[src/rtl/segrx_pkg.sv]
package segrx_pkg;

  typedef enum logic [2:0] {
    ST_IDLE,
    ST_HUNT,
    ST_DATA,
    ST_CRC_HI,
    ST_CRC_LO,
    ST_END
  } seg_state_e;

  localparam logic [15:0] CRC_SEED   = 16'hFFFF;
  localparam logic [15:0] CRC_POLY   = 16'h1021;
  localparam logic [3:0]  HDR_NIBBLE = 4'hF;

  // One byte through the CRC register, MSB first, one bit at a time.
  function automatic logic [15:0] crc16_byte(input logic [15:0] c, input logic [7:0] b);
    logic [15:0] r;
    logic        fb;
    r = c;
    for (int i = 7; i >= 0; i--) begin
      fb = r[15] ^ b[i];
      r  = {r[14:0], 1'b0} ^ (fb ? CRC_POLY : 16'h0000);
    end
    return r;
  endfunction

endpackage

[src/rtl/segrx_crc16.sv]
module segrx_crc16 (
  input  logic        clk,
  input  logic        rst_n,
  input  logic        seed,
  input  logic        upd,
  input  logic [7:0]  din,
  output logic [15:0] crc
);
  import segrx_pkg::*;

  always_ff @(posedge clk or negedge rst_n) begin
    if (!rst_n)    crc <= CRC_SEED;
    else if (seed) crc <= CRC_SEED;
    else if (upd)  crc <= crc16_byte(crc, din);
  end
endmodule

[src/rtl/segrx_seg_len.sv]
module segrx_seg_len #(
  parameter int LEN_W    = 24,
  parameter int MAX_LOG2 = 13
) (
  input  logic [LEN_W-1:0] remaining,
  input  logic [3:0]       log2_sel,
  output logic [LEN_W-1:0] seg_len
);
  logic [3:0]       lg_eff;
  logic [LEN_W-1:0] full_sz;

  always_comb begin
    lg_eff  = (log2_sel > 4'(MAX_LOG2)) ? 4'(MAX_LOG2) : log2_sel;
    full_sz = LEN_W'(1) << lg_eff;
    seg_len = (remaining < full_sz) ? remaining : full_sz;
  end
endmodule

[src/rtl/segrx_byte_link.sv]
module segrx_byte_link (
  input  logic clk,
  input  logic rst_n,
  input  logic want,
  input  logic rx_valid,
  output logic req,
  output logic accept
);
  logic pend;

  assign req    = want && !pend;
  assign accept = rx_valid && pend;

  always_ff @(posedge clk or negedge rst_n) begin
    if (!rst_n)      pend <= 1'b0;
    else if (req)    pend <= 1'b1;
    else if (accept) pend <= 1'b0;
  end

  AST_ONE_INFLIGHT: assert property (@(posedge clk) disable iff (!rst_n)
    req |=> !req);
endmodule

[src/rtl/seg_pkt_rx.sv]
module seg_pkt_rx #(
  parameter int           LEN_W      = 24,
  parameter int           MAX_LOG2   = 13,
  parameter int           HUNT_LIMIT = 101,
  parameter int           LEN_MIN    = 5,
  parameter logic [7:0]   FILLER     = 8'h00
) (
  input  logic             clk,
  input  logic             rst_n,
  input  logic             start,
  input  logic [LEN_W-1:0] total_len,
  input  logic [3:0]       pkt_log2,
  input  logic             crc_en,
  output logic             spi_req,
  output logic [7:0]       spi_tx,
  input  logic             spi_rx_valid,
  input  logic [7:0]       spi_rx,
  output logic             out_valid,
  output logic [7:0]       out_byte,
  output logic             busy,
  output logic             done,
  output logic             err_len,
  output logic             err_hunt,
  output logic             err_crc
);
  import segrx_pkg::*;

  localparam int PW = $clog2(HUNT_LIMIT + 1);

  seg_state_e       st;
  logic [LEN_W-1:0] rem;
  logic [LEN_W-1:0] pkt_len;
  logic [LEN_W-1:0] pkt_cnt;
  logic [PW-1:0]    poll_cnt;
  logic [3:0]       lg_q;
  logic             crc_en_q;
  logic [7:0]       crc_hi;

  // Named internal events
  logic             acc;
  logic             hdr_hit;
  logic             hunt_giveup;
  logic             data_byte;
  logic             pkt_end;
  logic             xfer_last;
  logic             crc_match;
  logic             len_bad;
  logic [LEN_W-1:0] next_seg;
  logic [15:0]      crc_val;

  assign busy   = (st == ST_HUNT) || (st == ST_DATA) || (st == ST_CRC_HI) || (st == ST_CRC_LO);
  assign spi_tx = FILLER;

  segrx_byte_link u_link (
    .clk      (clk),
    .rst_n    (rst_n),
    .want     (busy),
    .rx_valid (spi_rx_valid),
    .req      (spi_req),
    .accept   (acc)
  );

  segrx_seg_len #(.LEN_W(LEN_W), .MAX_LOG2(MAX_LOG2)) u_len (
    .remaining (rem),
    .log2_sel  (lg_q),
    .seg_len   (next_seg)
  );

  assign hdr_hit     = acc && (st == ST_HUNT) && (spi_rx[7:4] == HDR_NIBBLE);
  assign hunt_giveup = acc && (st == ST_HUNT) && !hdr_hit && (poll_cnt == PW'(HUNT_LIMIT - 1));
  assign data_byte   = acc && (st == ST_DATA);
  assign pkt_end     = data_byte && (pkt_cnt == pkt_len - LEN_W'(1));
  assign xfer_last   = (rem == LEN_W'(1));
  assign crc_match   = ({crc_hi, spi_rx} == crc_val);
  assign len_bad     = total_len < LEN_W'(LEN_MIN);

  segrx_crc16 u_crc (
    .clk   (clk),
    .rst_n (rst_n),
    .seed  (hdr_hit),
    .upd   (data_byte),
    .din   (spi_rx),
    .crc   (crc_val)
  );

  always_ff @(posedge clk or negedge rst_n) begin
    if (!rst_n) begin
      st        <= ST_IDLE;
      rem       <= '0;
      pkt_len   <= '0;
      pkt_cnt   <= '0;
      poll_cnt  <= '0;
      lg_q      <= '0;
      crc_en_q  <= 1'b0;
      crc_hi    <= '0;
      out_valid <= 1'b0;
      out_byte  <= '0;
      done      <= 1'b0;
      err_len   <= 1'b0;
      err_hunt  <= 1'b0;
      err_crc   <= 1'b0;
    end else begin
      out_valid <= 1'b0;
      case (st)
        ST_IDLE, ST_END: begin
          if (start) begin
            done     <= 1'b0;
            err_len  <= 1'b0;
            err_hunt <= 1'b0;
            err_crc  <= 1'b0;
            if (len_bad) begin
              err_len <= 1'b1;
              st      <= ST_END;
            end else begin
              rem      <= total_len;
              lg_q     <= pkt_log2;
              crc_en_q <= crc_en;
              poll_cnt <= '0;
              st       <= ST_HUNT;
            end
          end
        end
        ST_HUNT: begin
          if (hdr_hit) begin
            pkt_len <= next_seg;
            pkt_cnt <= '0;
            st      <= ST_DATA;
          end else if (hunt_giveup) begin
            err_hunt <= 1'b1;
            st       <= ST_END;
          end else if (acc) begin
            poll_cnt <= poll_cnt + PW'(1);
          end
        end
        ST_DATA: begin
          if (data_byte) begin
            out_valid <= 1'b1;
            out_byte  <= spi_rx;
            rem       <= rem - LEN_W'(1);
            pkt_cnt   <= pkt_cnt + LEN_W'(1);
            if (pkt_end) begin
              poll_cnt <= '0;
              if (crc_en_q)       st <= ST_CRC_HI;
              else if (xfer_last) begin
                done <= 1'b1;
                st   <= ST_END;
              end else            st <= ST_HUNT;
            end
          end
        end
        ST_CRC_HI: begin
          if (acc) begin
            crc_hi <= spi_rx;
            st     <= ST_CRC_LO;
          end
        end
        ST_CRC_LO: begin
          if (acc) begin
            if (!crc_match) begin
              err_crc <= 1'b1;
              st      <= ST_END;
            end else if (rem == '0) begin
              done <= 1'b1;
              st   <= ST_END;
            end else begin
              st <= ST_HUNT;
            end
          end
        end
        default: st <= ST_IDLE;
      endcase
    end
  end

  AST_LEN_REJECT: assert property (@(posedge clk) disable iff (!rst_n)
    (start && !busy && len_bad) |=> (err_len && !busy));
  AST_OUT_FROM_DATA: assert property (@(posedge clk) disable iff (!rst_n)
    out_valid |-> ($past(st) == ST_DATA));
  AST_PKT_BOUND: assert property (@(posedge clk) disable iff (!rst_n)
    (st == ST_DATA) |-> (pkt_cnt < pkt_len));
  AST_HUNT_BOUND: assert property (@(posedge clk) disable iff (!rst_n)
    (st == ST_HUNT) |-> (poll_cnt < PW'(HUNT_LIMIT)));
  AST_CRC_ERR_ONLY_EN: assert property (@(posedge clk) disable iff (!rst_n)
    $rose(err_crc) |-> crc_en_q);
  AST_DONE_EXCL: assert property (@(posedge clk) disable iff (!rst_n)
    $countones({done, err_len, err_hunt, err_crc}) <= 1);
  AST_IDLE_NO_REQ: assert property (@(posedge clk) disable iff (!rst_n)
    !busy |-> !spi_req);
endmodule

[config.mk]
export PLATFORM = sky130hd
export DESIGN_NAME = seg_pkt_rx
export DESIGN_NICKNAME = d
export VERILOG_FILES = /design/src/rtl/segrx_pkg.sv /design/src/rtl/segrx_crc16.sv /design/src/rtl/segrx_seg_len.sv /design/src/rtl/segrx_byte_link.sv /design/src/rtl/seg_pkt_rx.sv
export SDC_FILE = /design/constraint.sdc
export NUM_CORES = 1
export LEC_CHECK = 0
export BUFFER_PORTS_ARGS = -buffer_cell sky130_fd_sc_hd__buf_2
export CORE_UTILIZATION = 40
export CTS_CLUSTER_SIZE = 12
export DETAILED_ROUTE_END_ITERATION = 10
export PLACE_DENSITY = 0.67
export SLEW_MARGIN = 20
export SYNTH_ARGS = -nofsm -noshare
export SYNTH_HDL_FRONTEND = slang
export SYNTH_SLANG_ARGS = --single-unit
[constraint.sdc]
create_clock -name clk -period 4.6 [get_ports clk]
set_input_delay 0.23 -clock clk [delete_from_list [all_inputs] [get_ports clk]]
set_output_delay 0.23 -clock clk [all_outputs]
set_load 0.02 [all_outputs]
==> results of run 1 <==
[what timing repair did]
action / CTS / global route
hold buffers: 2 / 0
endpoints found under the setup margin: 0 / 0
hold endpoints to repair: 59 / 0
gates resized for setup: 0 / 0
[logic make-up (layout without fill, tap and decap cells)]
kind of cell               Yosys count  count (layout)  share of synthesized area (%)
DFF                                125             125                           40.0
xor gates and xnor gates            91              91                           10.1
buffers and inverters               69             118                           3.73
other                                2              10                         0.0953
adders and majority gates           21              21                           3.33
and+or+nand+nor                    345             345                           22.6
muxes                               36              36                           4.95
AOI/OAI and AO/OA                  195             195                           15.2
[cell type report]
class,count,share of cell area [%]
clock buffer,18,4.76
clock inverter,14,2.03
inverter,18,0.749
multi-input combinational,698,49.7
sequential,125,34.9
tap,260,3.61
timing repair buffer,68,4.22
[cell usage in the layout, fill, tap and decap left out, types with 18 or more instances in the layout]
| master | n |
|---|---|
| a21oi_1 | 60 |
| buf_2 | 54 |
| dfrtp_1 | 109 |
| ha_1 | 21 |
| inv_1 | 18 |
| mux2_2 | 24 |
| nand2_1 | 73 |
| nand3_1 | 23 |
| nand4_1 | 28 |
| nor2_1 | 76 |
| nor3_1 | 37 |
| nor4_1 | 23 |
| o211ai_1 | 18 |
| o21ai_0 | 53 |
| xnor2_1 | 45 |
| xor2_1 | 46 |
[per-layer routing]
| layer | track usage (%) | wire [microns] | share of wire [%] | up-vias |
|---|---|---|---|---|
| met2 | 31.0 | 8870 | 46 | 152 |
| met4 | 5.94 | 261 | 1.3 | 0 |
| met3 | 4.10 | 718 | 3.7 | 20 |
| met5 | 0 | 0 | 0 | - |
| li1 | - | - | - | 3281 |
| met1 | 28.7 | 9600 | 49 | 3259 |
[stage by stage]
stage | setup slack [ns] | util [%] | instances | area, sq um
2_1_floorplan | 1.87 | - | 892 | 7910
3_3_place_gp | 1.49 | 44.1 | 1167 | 8380
3_5_place_dp | 1.42 | 44.1 | 1167 | 8380
4_1_cts | 1.39 | 47.4 | 1201 | 9020
5_1_grt | 1.02 | 47.4 | 1201 | 9020
6_report | 1.26 | 47.4 | 1201 | 9020
[worst register-to-register path, cell delays in order (launching register included)]
cell	delay, ns
dfrtp_1	0.66
nor3b_1	0.75
a21oi_1	0.25
and4b_1	0.34
nand4_1	0.53
or3_1	0.55
a21oi_1	0.17
[final timing paths]
check | from | slack (ns) | end
worst max register to register | st[0] | 1.26 | pkt_cnt[21]
worst min register to register | out_byte[6] | 0.50 | out_byte[6]
min in group asynchronous | rst_n | 0.45 | pkt_cnt[8]
worst min-delay path | crc_en | 0.03 | crc_en_q
max in group asynchronous | rst_n | 3.14 | u_crc.crc[11]
worst max-delay path | st[0] | 1.26 | pkt_cnt[21]
[power by group through the flow]
stage                     Sequential (mW)  Combinational [mW]  Clock, mW
after global routing                 1.62                1.17       1.48
final                                1.59                1.04       1.41
after CTS                            1.59                1.05       1.43
after global placement               1.60                1.01          0
after floorplan                      1.53               0.825          0
after detailed placement             1.60                1.03          0
[sequential cells by signal, summed over array words and instances (netlist names), 3 cells and up]
name and cells:
pkt_cnt 24, u_crc.crc 16, rem 24, out_byte 8
crc_hi 8, st 3, lg_q 4, pkt_len 24
poll_cnt 7
==> flow_summary.toml, run 1 <==
[setup_path]
endpoint_kind = "flip-flop"
start_kind = "flip-flop"
crit_chain = "nor3b_1 -> a21oi_1 -> and4b_1 -> nand4_1 -> or3_1 -> a21oi_1"
cp.depth = 6
cp.required_ns = 4.94
max_stage_delay_ns = 0.75
crit_family = "simple AND/OR/NAND/NOR gates"
cp_data_arrival_time_ns = 3.68
crit_top_cell = "a21oi_1"
critPathKind = "flip-flop to flip-flop"
path_buf_inv = 0
crit_path_top_delay_cell = "nor3b_1"
critPathMaxFanout = 17
r2r_cells = 6

[sta]
tns_ns = 0
min_period_over_period_pct = 72.6
worst_pin_slew_ns = 0.856
relSlewSlack_pct = 42.8
hold_viol_final = 0
whs_ns = 0.0347
slew_violations = 0
skew_ns = 0.0141
finalSetupViolations = 0
rsz0062_at_grt = "no"
fmax_ghz = 0.300
min_period_ns = 3.34

[detailed_routing]
detail-route-antenna-nets = 0
vias = 6712
finalWirelength_mm = 19.5
firstDrtPassIters = 6
drc = 0
wl_per_cell_microns = 16.2
drt_iter0_markers = 432
viasPerCell = 5.59

[finish]
fin_nets = 990
drive_gt1_share_pct = 16.2
seqCellArea_sq_um = 3150
n_antenna_cell = 0
n_fill_cell = 1852
multi_input_area_sq_um = 4480
synthToLayoutAreaGrowth_pct = 14.4

[clock_tree]
cts-buffers-inserted = 17
clk_pin_slew_ns = 0.06
cts-htree-levels = 4
cts_root_buffer = "clkbuf_16"
clock_path_buffers = 2
clock_latency_ns = 0.43
cts_tree = "built"
cts_setup_buffers = 0
cts.sinks = 125

[power]
p_sw_share_pct = 34.3
combPwrFrac_pct = 25.8
p_seq_share_pct = 39.3
p_per_area_nw_per_um2 = 450
vdd_drop_max_uv = 270
power_leakage_nw = 3.91
p_int_mw = 2.66
finalPower_mw = 4.05
p_sw_mw = 1.39
clkPwrFrac_pct = 34.9

[synth]
synth_cell_types = 69
avgSynthCellArea_sq_um = 8.91
ys_warn_count = 0
synth_edf_count = 0
yosys-top-cells-count = "dfrtp_1, nor2_1, nand2_1"
async_flop_share_pct = 100
ys_ff_latch = 125
yosys_most_used_dff = "dfrtp_1"
ys_top_cells_by_area = "dfrtp_1, dfstp_2, xor2_1, xnor2_1, a21oi_1"
syn_inst = 884
syn_area_sq_um = 7880
ys_seq_area_share_pct = 40.0
yosys.area.top_type = "dfrtp_1"
yosysMostFrequentCell = "dfrtp_1"
synth_top_area_share_pct = 34.6

[run]
cap_violations = 0

[floorplanning]
die-area_sq_um = 20300
ioPinCount = 64
fp.dieH_microns = 142
core_area_sq_um = 19000
start_util_pct = 41.4
rows = 50
die_x_microns = 142

[global_route]
grt_max_degree = 61
grt_pass1_wl_mm = 32.3
grt_pass1_vias = 6193
grt_usage_pct = 20.2
grt_antenna_before_repair = 0
gr-total-overflow = 0

[outcome]
status = "finished, final reports clean"

[hold_path]
hold_path_class = "input port to flip-flop"
hold-path-cell-count = 2

[placement]
gp_congestion = 0.821
dp_hpwl_mm = 13.5
io_buffers = 55
Note: power is estimated with default switching activity, not from simulation.
==> run 2: changes to the inputs <==
Settings changed: PLACE_DENSITY 0.67 to 0.69.
Clock period 4.6 ns to 3 ns, I/O delays scaled along.
==> flow_summary.toml, run 2 (synthesized netlist as in run 1, its figures left out) <==
[outcome]
status = "finished, final reports clean"

[clock_tree]
clock_latency_ns = 0.43
clock_path_buffers = 2
cts_setup_buffers = 0
cts-htree-levels = 4
clk_pin_slew_ns = 0.07
cts_root_buffer = "clkbuf_16"
cts-buffers-inserted = 17
cts.sinks = 125
cts_tree = "built"

[global_route]
grt_pass1_wl_mm = 32.5
grt_max_degree = 104
grt_usage_pct = 20.2
grt_pass1_vias = 6562
grt_antenna_before_repair = 0
gr-total-overflow = 0

[detailed_routing]
drt_iter0_markers = 517
viasPerCell = 5.49
vias = 6749
wl_per_cell_microns = 15.5
drc = 0
finalWirelength_mm = 19.1
detail-route-antenna-nets = 0
firstDrtPassIters = 5

[setup_path]
path_buf_inv = 1
max_stage_delay_ns = 0.56
critPathKind = "flip-flop to flip-flop"
start_kind = "flip-flop"
crit_family = "simple AND/OR/NAND/NOR gates"
crit_path_top_delay_cell = "or4_4"
endpoint_kind = "flip-flop"
cp.required_ns = 3.30
crit_chain = "or4_4 -> or3b_4 -> or4_1 -> a211oi_2 -> o22ai_1 -> nor4_2 -> buf_4 -> o211ai_1"
critPathMaxFanout = 11
cp_data_arrival_time_ns = 3.14

[sta]
finalSetupViolations = 0
worst_pin_slew_ns = 0.856
relSlewSlack_pct = 42.9
rsz0062_at_grt = "no"
skew_ns = 0.0125
slew_violations = 0
tns_ns = 0
min_period_over_period_pct = 94.7
fmax_ghz = 0.352
min_period_ns = 2.84
hold_viol_final = 0

[finish]
fin_nets = 1019
final_common_cell = "dfrtp_1"
drive_gt1_share_pct = 18.2
reg_top3 = "pkt_cnt x24, pkt_len x24, rem x24"
n_antenna_cell = 0
synthToLayoutAreaGrowth_pct = 17.1
finish.instance_area_sq_um = 9230
n_fill_cell = 1855
final_cell_mix = "dfrtp_1, nor2_1, nand2_1"

[power]
vdd_drop_max_uv = 456
power_leakage_nw = 4.04
p_per_area_nw_per_um2 = 661

[hold_path]
hold_path_class = "input port to flip-flop"

[placement]
dp_hpwl_mm = 13.5
gp_congestion = 0.866
placed_area_sq_um = 8580
io_buffers = 55

[floorplanning]
core_area_sq_um = 19000
die-area_sq_um = 20300
fp.dieH_microns = 142
rows = 50
die_x_microns = 142
ioPinCount = 64
start_util_pct = 41.4

[run]
cap_violations = 0
run 2: cell type report:
| type | count | area (sq um) | share of cell area [%] |
|---|---|---|---|
| Sequential cell | 125 | 3150 | 34.1 |
| Multi-Input combinational cell | 698 | 4480 | 48.6 |
| Clock buffer | 17 | 425 | 4.61 |
| Clock inverter | 15 | 149 | 1.61 |
| Inverter | 18 | 67.6 | 0.732 |
| Tap cell | 260 | 325 | 3.53 |
| Timing Repair Buffer | 97 | 629 | 6.82 |
run 2: power breakdown:
group | total (mW) | internal, mW | leakage [nW] | switching, mW
combinational | 1.68 | 0.784 | 2.19 | 0.900
sequential | 2.42 | 2.04 | 1.57 | 0.384
clock | 1.99 | 1.10 | 0.277 | 0.887
run 2: what timing repair did:
action | in CTS | in global routing
hold buffers | 7 | 0
endpoints found under the setup margin | 0 | 4
resized for setup | 0 | 1
endpoints found under the hold margin | 99 | 0
run 2: worst min-delay path, cell delays in order:
cell      delay (ns)
buf_2           0.09
a211oi_1        0.05
a21oi_1         0.11
run 2: metrics by stage:
stage	power [mW]	worst slack, ns	utilization, %	hold WS [ns]	std cells
finish	6.10	0.160	48.5	0.0185	1230
global route	6.47	0.00476	48.5	0.0177	1230
CTS	6.14	0.152	48.5	0.00175	1230
detailed placement	4.11	0.156	45.1	0.354	1191
global placement	4.06	0.204	45.1	0.349	1191
floorplan	3.61	0.265	-	-0.146	892
run 2: worst paths after layout:
kind | startpoint | to | slack (ns) | cells after the start
worst max-delay path | pkt_len[11] | poll_cnt[2] | 0.16 | 8
worst min-delay path | total_len[1] | rem[1] | 0.02 | 3
worst max register to register | pkt_len[11] | poll_cnt[2] | 0.16 | 8
worst min register to register | rem[23] | rem[23] | 0.50 | 2
max in group asynchronous | rst_n | u_crc.crc[3] | 1.78 | 3
min in group asynchronous | rst_n | pkt_cnt[14] | 0.39 | 2
run 2: routing by layer:
layer	share of wire [%]	vias to the layer above	wire length (microns)	global-route usage, %
met5	0	-	0	0
met4	1.4	0	266	6.17
met3	4.3	19	818	3.97
met2	46	147	8800	32.2
met1	48	3247	9200	27.5
li1	-	3336	-	-
